`config.mk`:
```
export PLATFORM = sky130hd
export DESIGN_NAME = pcd_engine
export DESIGN_NICKNAME = d
export VERILOG_FILES = /design/src/rtl/pcd_pkg.sv /design/src/rtl/pcd_next.sv /design/src/rtl/pcd_table.sv /design/src/rtl/pcd_notice_seq.sv /design/src/rtl/pcd_engine.sv
export SDC_FILE = /design/constraint.sdc
export NUM_CORES = 1
export LEC_CHECK = 0
export ABC_AREA = 1
export BUFFER_PORTS_ARGS = -buffer_cell sky130_fd_sc_hd__clkbuf_2
export CAP_MARGIN = 20
export CORE_MARGIN = 4
export CORE_UTILIZATION = 56
export DETAILED_ROUTE_END_ITERATION = 10
export PLACE_DENSITY = 0.76
export SLEW_MARGIN = 5
export SYNTH_ARGS = -nofsm -noshare
export SYNTH_HDL_FRONTEND = slang
export SYNTH_SLANG_ARGS = --single-unit
```
`constraint.sdc`:
```
create_clock -name clk -period 4.7 [get_ports clk]
set_clock_uncertainty 0.05 [all_clocks]
set_input_delay 0.94 -clock clk [delete_from_list [all_inputs] [get_ports clk]]
set_output_delay 0.94 -clock clk [all_outputs]
set_load 0.01 [all_outputs]
```
`src/rtl/pcd_pkg.sv`:
```
package pcd_pkg;

  typedef enum logic [1:0] {
    PG_UNC  = 2'd0,
    PG_SHR  = 2'd1,
    PG_DRT  = 2'd2,
    PG_WEAK = 2'd3
  } pg_base_e;

  localparam logic [1:0] KIND_RD = 2'd0;
  localparam logic [1:0] KIND_WR = 2'd1;

endpackage

```
`src/rtl/pcd_next.sv`:
```
module pcd_next
  import pcd_pkg::*;
#(
  parameter int NP = 4,
  parameter int CW = 4,
  localparam int PID_W = (NP > 1) ? $clog2(NP) : 1
) (
  input  pg_base_e          cur_base,
  input  logic              cur_unsafe,
  input  logic [NP-1:0]     cur_sh,
  input  logic [NP-1:0]     cur_wr,
  input  logic [CW-1:0]     cur_nc,
  input  logic [CW-1:0]     cur_cc,
  input  logic [1:0]        kind,
  input  logic [PID_W-1:0]  proc,
  input  logic [CW-1:0]     nlim,
  input  logic [CW-1:0]     clim,
  output pg_base_e          nxt_base,
  output logic              nxt_unsafe,
  output logic [NP-1:0]     nxt_sh,
  output logic [NP-1:0]     nxt_wr,
  output logic [CW-1:0]     nxt_nc,
  output logic [CW-1:0]     nxt_cc,
  output logic [NP-1:0]     ntc_mask,
  output logic              acq_inval
);

  logic [NP-1:0] req_bit;
  logic [NP-1:0] sh_a;
  logic [NP-1:0] wr_a;
  pg_base_e      base_a;
  logic          is_acq;
  logic          is_wr;

  always_comb begin
    req_bit    = NP'(1) << proc;
    is_acq     = kind[1];
    is_wr      = (kind == KIND_WR);
    sh_a       = cur_sh;
    wr_a       = cur_wr;
    base_a     = cur_base;
    nxt_unsafe = cur_unsafe;
    nxt_nc     = cur_nc;
    nxt_cc     = cur_cc;
    ntc_mask   = '0;
    acq_inval  = 1'b0;

    if (!is_acq) begin
      sh_a = cur_sh | req_bit;
      // a write to an unmapped page is only a mapping until the next release
      if (is_wr && (cur_base != PG_UNC)) begin
        wr_a = cur_wr | req_bit;
      end
      if (wr_a == '0) begin
        base_a = PG_SHR;
      end else if ($onehot(sh_a)) begin
        base_a = PG_DRT;
      end else begin
        base_a = PG_WEAK;
      end
      if ((base_a == PG_WEAK) && (cur_base != PG_WEAK) && !cur_unsafe) begin
        if (cur_nc >= nlim) begin
          nxt_unsafe = 1'b1;
          nxt_nc     = '0;
        end else begin
          ntc_mask = sh_a & ~req_bit;
          nxt_nc   = cur_nc + CW'(1);
        end
      end
    end else begin
      acq_inval = (cur_base == PG_WEAK) && cur_unsafe;
      if (cur_base == PG_WEAK) begin
        sh_a = cur_sh & ~req_bit;
        wr_a = cur_wr & ~req_bit;
        if (sh_a == '0) begin
          base_a = PG_UNC;
          wr_a   = '0;
        end
      end else if (cur_unsafe) begin
        if (cur_cc >= clim) begin
          nxt_unsafe = 1'b0;
          nxt_cc     = '0;
        end else begin
          nxt_cc = cur_cc + CW'(1);
        end
      end
    end

    nxt_base = base_a;
    nxt_sh   = sh_a;
    nxt_wr   = wr_a;
  end

endmodule

```
`src/rtl/pcd_table.sv`:
```
module pcd_table #(
  parameter int DEPTH = 8,
  parameter int W     = 16,
  parameter int PW    = 7,
  localparam int AW   = (DEPTH > 1) ? $clog2(DEPTH) : 1
) (
  input  logic          clk,
  input  logic          rst_n,
  input  logic          we,
  input  logic [AW-1:0] wa,
  input  logic [W-1:0]  wd,
  input  logic [AW-1:0] ra,
  output logic [W-1:0]  rd,
  input  logic [AW-1:0] pa,
  output logic [PW-1:0] pd
);

  logic [W-1:0] ent [DEPTH];

  for (genvar g = 0; g < DEPTH; g++) begin : g_row
    logic [W-1:0] row_q;
    logic [W-1:0] row_d;
    logic         row_en;

    always_comb begin
      row_en = we && (wa == AW'(g));
      row_d  = wd;
    end

    always_ff @(posedge clk or negedge rst_n) begin
      if (!rst_n) begin
        row_q <= '0;
      end else if (row_en) begin
        row_q <= row_d;
      end
    end

    assign ent[g] = row_q;
  end

  assign rd = ent[ra];
  assign pd = ent[pa][W-1 -: PW];

endmodule

```
`src/rtl/pcd_notice_seq.sv`:
```
module pcd_notice_seq #(
  parameter int NP = 4,
  localparam int PID_W = (NP > 1) ? $clog2(NP) : 1
) (
  input  logic             clk,
  input  logic             rst_n,
  input  logic             load,
  input  logic [NP-1:0]    load_mask,
  input  logic             rdy,
  output logic             valid,
  output logic [PID_W-1:0] proc
);

  logic [NP-1:0] mask_q;
  logic [NP-1:0] mask_d;

  always_comb begin
    proc = '0;
    for (int i = NP - 1; i >= 0; i--) begin
      if (mask_q[i]) begin
        proc = PID_W'(i);
      end
    end
  end

  assign valid = |mask_q;

  always_comb begin
    mask_d = mask_q;
    if (load) begin
      mask_d = load_mask;
    end else if (valid && rdy) begin
      // drop the lowest pending target
      mask_d = mask_q & (mask_q - NP'(1));
    end
  end

  always_ff @(posedge clk or negedge rst_n) begin
    if (!rst_n) begin
      mask_q <= '0;
    end else begin
      mask_q <= mask_d;
    end
  end

endmodule

```
`src/rtl/pcd_engine.sv`:
```
module pcd_engine
  import pcd_pkg::*;
#(
  parameter int NPG = 8,
  parameter int NP  = 4,
  parameter int CW  = 4,
  localparam int PG_W  = (NPG > 1) ? $clog2(NPG) : 1,
  localparam int PID_W = (NP > 1) ? $clog2(NP) : 1
) (
  input  logic             clk,
  input  logic             rst_n,
  input  logic [CW-1:0]    notice_lim,
  input  logic [CW-1:0]    check_lim,
  input  logic             ev_valid,
  output logic             ev_ready,
  input  logic [1:0]       ev_kind,
  input  logic [PG_W-1:0]  ev_page,
  input  logic [PID_W-1:0] ev_proc,
  output logic             ntc_valid,
  input  logic             ntc_ready,
  output logic [PID_W-1:0] ntc_proc,
  output logic             chk_valid,
  output logic             chk_inval,
  input  logic [PG_W-1:0]  look_page,
  output logic [1:0]       look_base,
  output logic             look_unsafe,
  output logic [NP-1:0]    look_mappers
);

  localparam int ENT_W = 3 + 2 * NP + 2 * CW;
  localparam int PRB_W = 3 + NP;

  // reset: asserted asynchronously, released on the clock
  logic [1:0] rsync_q;
  logic       rst_int_n;

  always_ff @(posedge clk or negedge rst_n) begin
    if (!rst_n) begin
      rsync_q <= '0;
    end else begin
      rsync_q <= {rsync_q[0], 1'b1};
    end
  end

  assign rst_int_n = rsync_q[1];

  logic [ENT_W-1:0] ent_rd;
  logic [ENT_W-1:0] ent_wr;
  logic [PRB_W-1:0] ent_pr;

  logic [1:0]    rd_base_b;
  pg_base_e      rd_base;
  logic          rd_uns;
  logic [NP-1:0] rd_sh;
  logic [NP-1:0] rd_wr;
  logic [CW-1:0] rd_nc;
  logic [CW-1:0] rd_cc;

  pg_base_e      nx_base;
  logic          nx_uns;
  logic [NP-1:0] nx_sh;
  logic [NP-1:0] nx_wr;
  logic [CW-1:0] nx_nc;
  logic [CW-1:0] nx_cc;
  logic [NP-1:0] nx_mask;
  logic          nx_inval;

  logic accept;
  logic busy;

  assign {rd_base_b, rd_uns, rd_sh, rd_wr, rd_nc, rd_cc} = ent_rd;
  assign rd_base = pg_base_e'(rd_base_b);
  assign ent_wr  = {2'(nx_base), nx_uns, nx_sh, nx_wr, nx_nc, nx_cc};

  pcd_table #(
    .DEPTH (NPG),
    .W     (ENT_W),
    .PW    (PRB_W)
  ) u_table (
    .clk   (clk),
    .rst_n (rst_int_n),
    .we    (accept),
    .wa    (ev_page),
    .wd    (ent_wr),
    .ra    (ev_page),
    .rd    (ent_rd),
    .pa    (look_page),
    .pd    (ent_pr)
  );

  pcd_next #(
    .NP (NP),
    .CW (CW)
  ) u_next (
    .cur_base   (rd_base),
    .cur_unsafe (rd_uns),
    .cur_sh     (rd_sh),
    .cur_wr     (rd_wr),
    .cur_nc     (rd_nc),
    .cur_cc     (rd_cc),
    .kind       (ev_kind),
    .proc       (ev_proc),
    .nlim       (notice_lim),
    .clim       (check_lim),
    .nxt_base   (nx_base),
    .nxt_unsafe (nx_uns),
    .nxt_sh     (nx_sh),
    .nxt_wr     (nx_wr),
    .nxt_nc     (nx_nc),
    .nxt_cc     (nx_cc),
    .ntc_mask   (nx_mask),
    .acq_inval  (nx_inval)
  );

  pcd_notice_seq #(
    .NP (NP)
  ) u_seq (
    .clk       (clk),
    .rst_n     (rst_int_n),
    .load      (accept),
    .load_mask (nx_mask),
    .rdy       (ntc_ready),
    .valid     (busy),
    .proc      (ntc_proc)
  );

  assign ntc_valid = busy;
  assign ev_ready  = rst_int_n & ~busy;
  assign accept    = ev_valid & ev_ready;

  // acquire response register
  logic chk_v_q, chk_v_d;
  logic chk_i_q, chk_i_d;

  always_comb begin
    chk_v_d = accept & ev_kind[1];
    chk_i_d = chk_v_d & nx_inval;
  end

  always_ff @(posedge clk or negedge rst_int_n) begin
    if (!rst_int_n) begin
      chk_v_q <= 1'b0;
      chk_i_q <= 1'b0;
    end else begin
      chk_v_q <= chk_v_d;
      chk_i_q <= chk_i_d;
    end
  end

  assign chk_valid = chk_v_q;
  assign chk_inval = chk_i_q;

  assign look_base    = ent_pr[PRB_W-1 -: 2];
  assign look_unsafe  = ent_pr[PRB_W-3];
  assign look_mappers = ent_pr[NP-1:0];

endmodule

```
After elaboration in Yosys (flattened, before gate mapping)
Cells that the tools add are included.
{ "word_totals": {"ff_bits": 160, "output_inout_bits": 13, "elab_cells": 111} }
{ "classes": {"n_addsub": 6, "magnitude_cmp": 4, "n_eq_ne": 12, "n_shift": 1, "n_mux": 42, "bitwise": 14, "reduce_logical": 20} }
{ "op_table": {"columns": ["operator", "count"], "rows": [
  ["$bmux W19 S3", 2],
  ["$mux W19", 4],
  ["$mux W4", 19],
  ["$mux W2", 9],
  ["$and A4 B4 Y4", 4],
  ["$logic_and A1 B1 Y1", 13],
  ["$eq A3 B3 Y1 const B", 4],
  ["$add A4 B1 Y4 const B", 2],
  ["$ge A4 B4 Y1", 2],
  ["$ge A4 B4 Y1 const B", 2],
  ["$logic_not A4 Y1", 2],
  ["$mux W1", 8],
  ["$not A3 Y4", 2],
  ["$or A4 B4 Y4", 2],
  ["$eq A3 B1 Y1 const B", 2],
  ["$eq A3 B2 Y1 const B", 2],
  ["$add A1 B1 Y2", 2],
  ["$and A1 B1 Y1", 4],
  ["$eq A2 B2 Y1 const B", 2],
  ["$not A4 Y4", 1],
  ["$reduce_bool A2 Y1", 2],
  ["$reduce_or A4 Y1", 1],
  ["$shl A1 B2 Y4 const A", 1],
  ["$sub A4 B1 Y4 const B", 1],
  ["6 further kinds", 6]
]} }

Longest topological paths before layout
{ "depth": {"ltp_word": 17, "mapped_depth": 22, "depth_no_buf": 19} }

Cells and area by module
A second synthesis with hierarchy kept.
{ "unflattened": {"cells_unflattened": 1368, "area_unflattened_um2": 9512.9} }
{ "by_module_without_submodules": {"columns": ["module", "instances", "cells_each", "area_per_inst_um2", "seq_area_each_um2"], "rows": [
  ["pcd_table", 1, 1160, 8177.8, 3803.6],
  ["pcd_next", 1, 162, 970.9, 0.0],
  ["pcd_notice_seq", 1, 32, 221.5, 100.1],
  ["pcd_engine", 1, 14, 142.6, 100.1]
]} }

Worst setup path before layout
Ideal clock, no wire load.
{ "synth_path": {"path_type": "reg-to-reg", "start": "reg rsync_q[1]", "end": "reg u_table.g_row[1].row_q[13]", "setup_time_ns": 0.138, "arrival_time_ns": 5.389, "slack_ns": -0.877, "stages_incl_launch_ff": 10, "path_buffers": 2, "cell_sequence": "dfrtp_1 -> inv_1 -> nor2_1 -> nand2_1 -> buf_2 -> nor3_1 -> inv_1 -> clkbuf_1 -> nand2_1 -> o21ai_0"} }
{ "synth_between": {"elab_chain_cells": 3} }
{ "synth_rtl": {"columns": ["element", "line_no", "text"], "rows": [
  ["from (decl)", "pcd_engine.sv:34", "logic [1:0] rsync_q;"],
  ["from (signal assigned)", "pcd_engine.sv:41", "rsync_q <= {rsync_q[0], 1'b1};"],
  ["$and A1 B1 Y1", "pcd_engine.sv:128", "assign ev_ready = rst_int_n & ~busy;"],
  ["named net ev_ready", "pcd_engine.sv:15", "output logic ev_ready,"],
  ["$and A1 B1 Y1", "pcd_engine.sv:129", "assign accept = ev_valid & ev_ready;"],
  ["$logic_and A1 B1 Y1", "pcd_table.sv:26", "row_en = we && (wa == AW'(g));"],
  ["to (signal assigned)", "pcd_table.sv:34", "row_q <= row_d;"],
  ["to (decl)", "pcd_table.sv:21", "logic [W-1:0] row_q;"]
]} }
The timed path passes the listed nets, and every way through them passes these cells.
A chain may end at the register's enable or synchronous reset.

Final worst setup path
{ "layout_path": {"start": "in ev_page[1]", "end": "reg u_table.g_row[1].row_q[16]"} }
{ "layout_between": {"elab_chain_cells": 16, "word_cells_on_any_way": 34, "cone_classes": "add/sub: 3; order compare: 2; eq/ne: 5; mux: 14; bitwise: 3; reduce/logical: 7"} }
{ "layout_rtl": {"columns": ["element", "line_no", "text"], "rows": [
  ["from (decl)", "pcd_engine.sv:17", "input logic [PG_W-1:0] ev_page,"],
  ["$not A3 Y4 (not written as such)", "pcd_table.sv:41", "assign rd = ent[ra];"],
  ["$bmux W19 S3", "pcd_table.sv:41", null],
  ["$mux W19 (not written as such) (2 in series)", "pcd_table.sv:41", null],
  ["$or A4 B4 Y4 or $reduce_bool A2 Y1 (tied branches)", "pcd_next.sv:49, pcd_next.sv:51", null],
  ["$add A1 B1 Y2 (not written as such) or $logic_and A1 B1 Y1 (tied branches)", "pcd_next.sv:56, pcd_next.sv:51", null],
  ["$add A3 B3 Y3 (not written as such) or $mux W4 (tied branches)", "pcd_next.sv:56, pcd_next.sv:51", null],
  ["$eq A3 B1 Y1 or $mux W4 (tied branches)", "pcd_next.sv:56, pcd_next.sv:48", null],
  ["$mux W1 or $logic_not A4 Y1 (tied branches)", "pcd_next.sv:56, pcd_next.sv:54", null],
  ["$mux W2", "pcd_next.sv:54", "if (wr_a == '0) begin"],
  ["$mux W2", "pcd_next.sv:48", "if (!is_acq) begin"],
  ["$eq A2 B2 Y1", "pcd_next.sv:61", "if ((base_a == PG_WEAK) && (cur_base != PG_WEAK) && !cur_unsafe) begin"],
  ["$logic_and A1 B1 Y1 (2 in series)", "pcd_next.sv:61", null],
  ["$mux W1", "pcd_next.sv:61", null],
  ["$mux W1", "pcd_next.sv:48", null]
]} }
Parallel ways exist; a longest one is shown, timed or not. The select of a mux whose other input is x is not followed.

==> impl_metrics.ini <==
[outcome]
status = complete, no violations

[timing]
fmax_mhz = 240
final-setup-viol-count = 0
setup_tns_ns = 0
timing.final.crit_share_pct = 88.6
worstMarginPinSlew_ns = 1.02
rsz0062_at_grt = false
min_period_ns = 4.17
timing.slew.headroom_pct = 31.8
drv_slew = 0
hold_viol_final = 0

[grt]
grt_pass1_wl_um = 42500
grt_overflow = 0
grt_max_degree = 80
grtUsageTotal_pct = 31.1
first_global_vias = 7944
antenna_found_initial = 0

[place]
post-dp-hpwl_um = 16700
place.gp.congestion = 0.951
io_buffers = 34
placedCellCount = 1335

[pwr]
sw_frac_of_total_pct = 36.8
p_clk_share_pct = 26.9
switchingPower_w = 0.00178
power.density_nw_per_um2 = 512
combPwrFrac_pct = 28.8
p_leak_nw = 4.90
irDropWorstVdd_uv = 416
seqPwrFrac_pct = 44.3
cellInternalPower_w = 0.00305

[worst_setup_path]
r2r_start = u_table.g_row[7].row_q[12]$_DFFE_PN0P_
crit_chain = clkbuf_2 > inv_2 > nand2_2 > inv_2 > a22oi_1 > nand3_1 > nand2_1 > nand2_1 > ha_1 > ha_1 > fa_1 > nor3b_1 > nor3_4 > nand3_2 > o21ai_2 > nand2_1 > nand2_1
reg2reg_depth = 15
critical_path.endpoint = u_table.g_row[1].row_q[16]$_DFFE_PN0P_
worst_setup_path_end_kind = register
cp_common_cell = nand2_1
critPathArrivalTime_ns = 4.48
cp_slowest_stage_delay_ns = 0.48
startpoint_type = input port
crit_required_ns = 5.02
worstSetupStartpoint = ev_page[1]
r2r_end = u_table.g_row[1].row_q[16]$_DFFE_PN0P_
cp_max_fo = 21
reg2reg_slack_ns = 1.42
crit_type = input port to register
critical-path-slowest-cell = fa_1

[synthesis]
ys_ff_latch = 160
syn_inst = 1141
synth.avg_cell_area_um2 = 7.46
syn_area_um2 = 8510
synth.distinct_cells = 37
syn_nets = 1177
ys_warn_count = 0
yosysSeqAreaShare_pct = 47.0

[clocking]
cts_tree = done
cts_root_buf = clkbuf_16
cts_buffer_depth = 2
cts_buffers = 17
numClockSinks = 160
ctsResizeCount = 0
cts.htree.levels = 4
clkTransAtPathRegs_ns = 0.06
clk_latency_ns = 0.44
postCtsSetupBuffers = 0
holdBufCountCts = 0

[floorplan]
initial_core_util_pct = 57.9
num_rows = 44
die_h_um = 131
die_w_um = 131
design.portCount = 35
design.core.area_um2 = 14700
die_area_um2 = 17200

[min_path]
min_path_type = register to async pin

[cells_and_area]
drive_above_1_share_pct = 9.64
diodes = 0
stdcell_count = 1367
nets = 1207
layout_common_cells = nand2_1, dfrtp_1, nand3_1
area_delta_synth_final_pct = 10.9
final_common_cell = nand2_1

[drt]
drtPass1Iterations = 5
drt_wl_total_um = 26600
routedWlPerCell_um = 19.4
drcViolationCount = 0
antenna_left = 0
initialDrtViolationCount = 1147
num_vias = 8334
vias_per_cell = 6.10

[job]
maxCapViolCount = 0
## per-stage QoR
step                      power [W]  utilization [%]  hold slack, ns  instance area (um^2)  worst slack (ns)
after floorplan             0.00308                -           0.281                  8510             0.752
after global placement      0.00346             60.4           0.178                  8880             0.145
after detailed placement    0.00350             60.4           0.176                  8880            0.0883
after CTS                   0.00480             64.1           0.181                  9420             0.503
after global routing        0.00515             64.2           0.201                  9440             0.228
final                       0.00483             64.2           0.168                  9440             0.535
## cells in the mapped netlist, drive strengths merged
master | n | share of area, %
nor3 | 7 | 0.66
a22oi | 43 | 3.8
dfrtp | 160 | 47
o211ai | 4 | 0.35
buf | 20 | 1.4
conb | 1 | 0.044
nand3 | 93 | 5.5
a31oi | 15 | 1.1
o21bai | 5 | 0.44
ha | 13 | 1.9
a221oi | 2 | 0.21
a32oi | 1 | 0.10
o21ai | 90 | 5.4
o22ai | 5 | 0.37
fa | 1 | 0.24
clkbuf | 30 | 1.3
nor3b | 1 | 0.088
nor2 | 75 | 3.3
nor4 | 2 | 0.15
inv | 81 | 3.6
clkinv | 1 | 0.044
nand3b | 2 | 0.18
a21oi | 27 | 1.6
nand4 | 15 | 1.1
nand2 | 446 | 20
o31ai | 1 | 0.088
## how the worst min path moves through the flow
stage	startpoint	endpoint	cells after the start
finish	rsync_q[1]$_DFF_PN0_	u_table.g_row[3].row_q[13]$_DFFE_PN0P_	0
global route	rsync_q[1]$_DFF_PN0_	u_table.g_row[3].row_q[13]$_DFFE_PN0P_	0
CTS	rsync_q[1]$_DFF_PN0_	u_table.g_row[2].row_q[12]$_DFFE_PN0P_	0
detailed placement	rsync_q[1]$_DFF_PN0_	u_table.g_row[3].row_q[13]$_DFFE_PN0P_	0
global placement	rsync_q[1]$_DFF_PN0_	u_table.g_row[3].row_q[13]$_DFFE_PN0P_	0
floorplan	rsync_q[0]$_DFF_PN0_	rsync_q[1]$_DFF_PN0_	0
## state kept, by name (all words and copies together), names as in the netlist
register and count:
u_seq.mask_q 4, chk_inval 1, u_table.g_row.row_q 152, rsync_q 2, chk_valid 1
## power groups by stage
stage | logic [W] | registers, W | clock network [W]
2_1_floorplan | 0.00101 | 0.00207 | 0
3_3_place_gp | 0.00132 | 0.00214 | 0
3_5_place_dp | 0.00136 | 0.00214 | 0
4_1_cts | 0.00137 | 0.00213 | 0.00130
5_1_grt | 0.00159 | 0.00219 | 0.00137
6_report | 0.00139 | 0.00214 | 0.00130
## logic make-up after synthesis
group           count (synthesis)  synth area share [%]
compound gates                193                  13.5
other cells                     1                0.0441
flops                         160                  47.0
simple gates                  641                  30.9
buf+inv                       132                  6.38
fa+ha+maj                      14                  2.15
## area by class of cell
class / count / area (um^2)
Fill cell: 1286 / 5260
Clock buffer: 24 / 492
Multi-Input combinational cell: 849 / 3970
Tap cell: 184 / 230
Sequential cell: 160 / 4010
Inverter: 82 / 308
Timing Repair Buffer: 61 / 377
Clock inverter: 7 / 53.8
## per-layer routing
layer	vias to the layer above	track usage, %	wire length [um]	part of all wire (%)
met2	533	46.3	11700	44
met5	-	0	0	0
li1	3813	-	-	-
met3	115	7.95	3070	12
met1	3873	42.4	10600	40
met4	0	16.2	1260	4.7
## worst max-delay path: cells and delay by family
| kind | cells | cell delay (ns) |
|---|---|---|
| and+or+nand+nor | 9 | 1.32 |
| adders and majority gates | 3 | 0.98 |
| AOI/OAI and AO/OA | 2 | 0.63 |
| buffers and inverters | 3 | 0.58 |
Note: power is estimated with default switching activity, not from simulation.
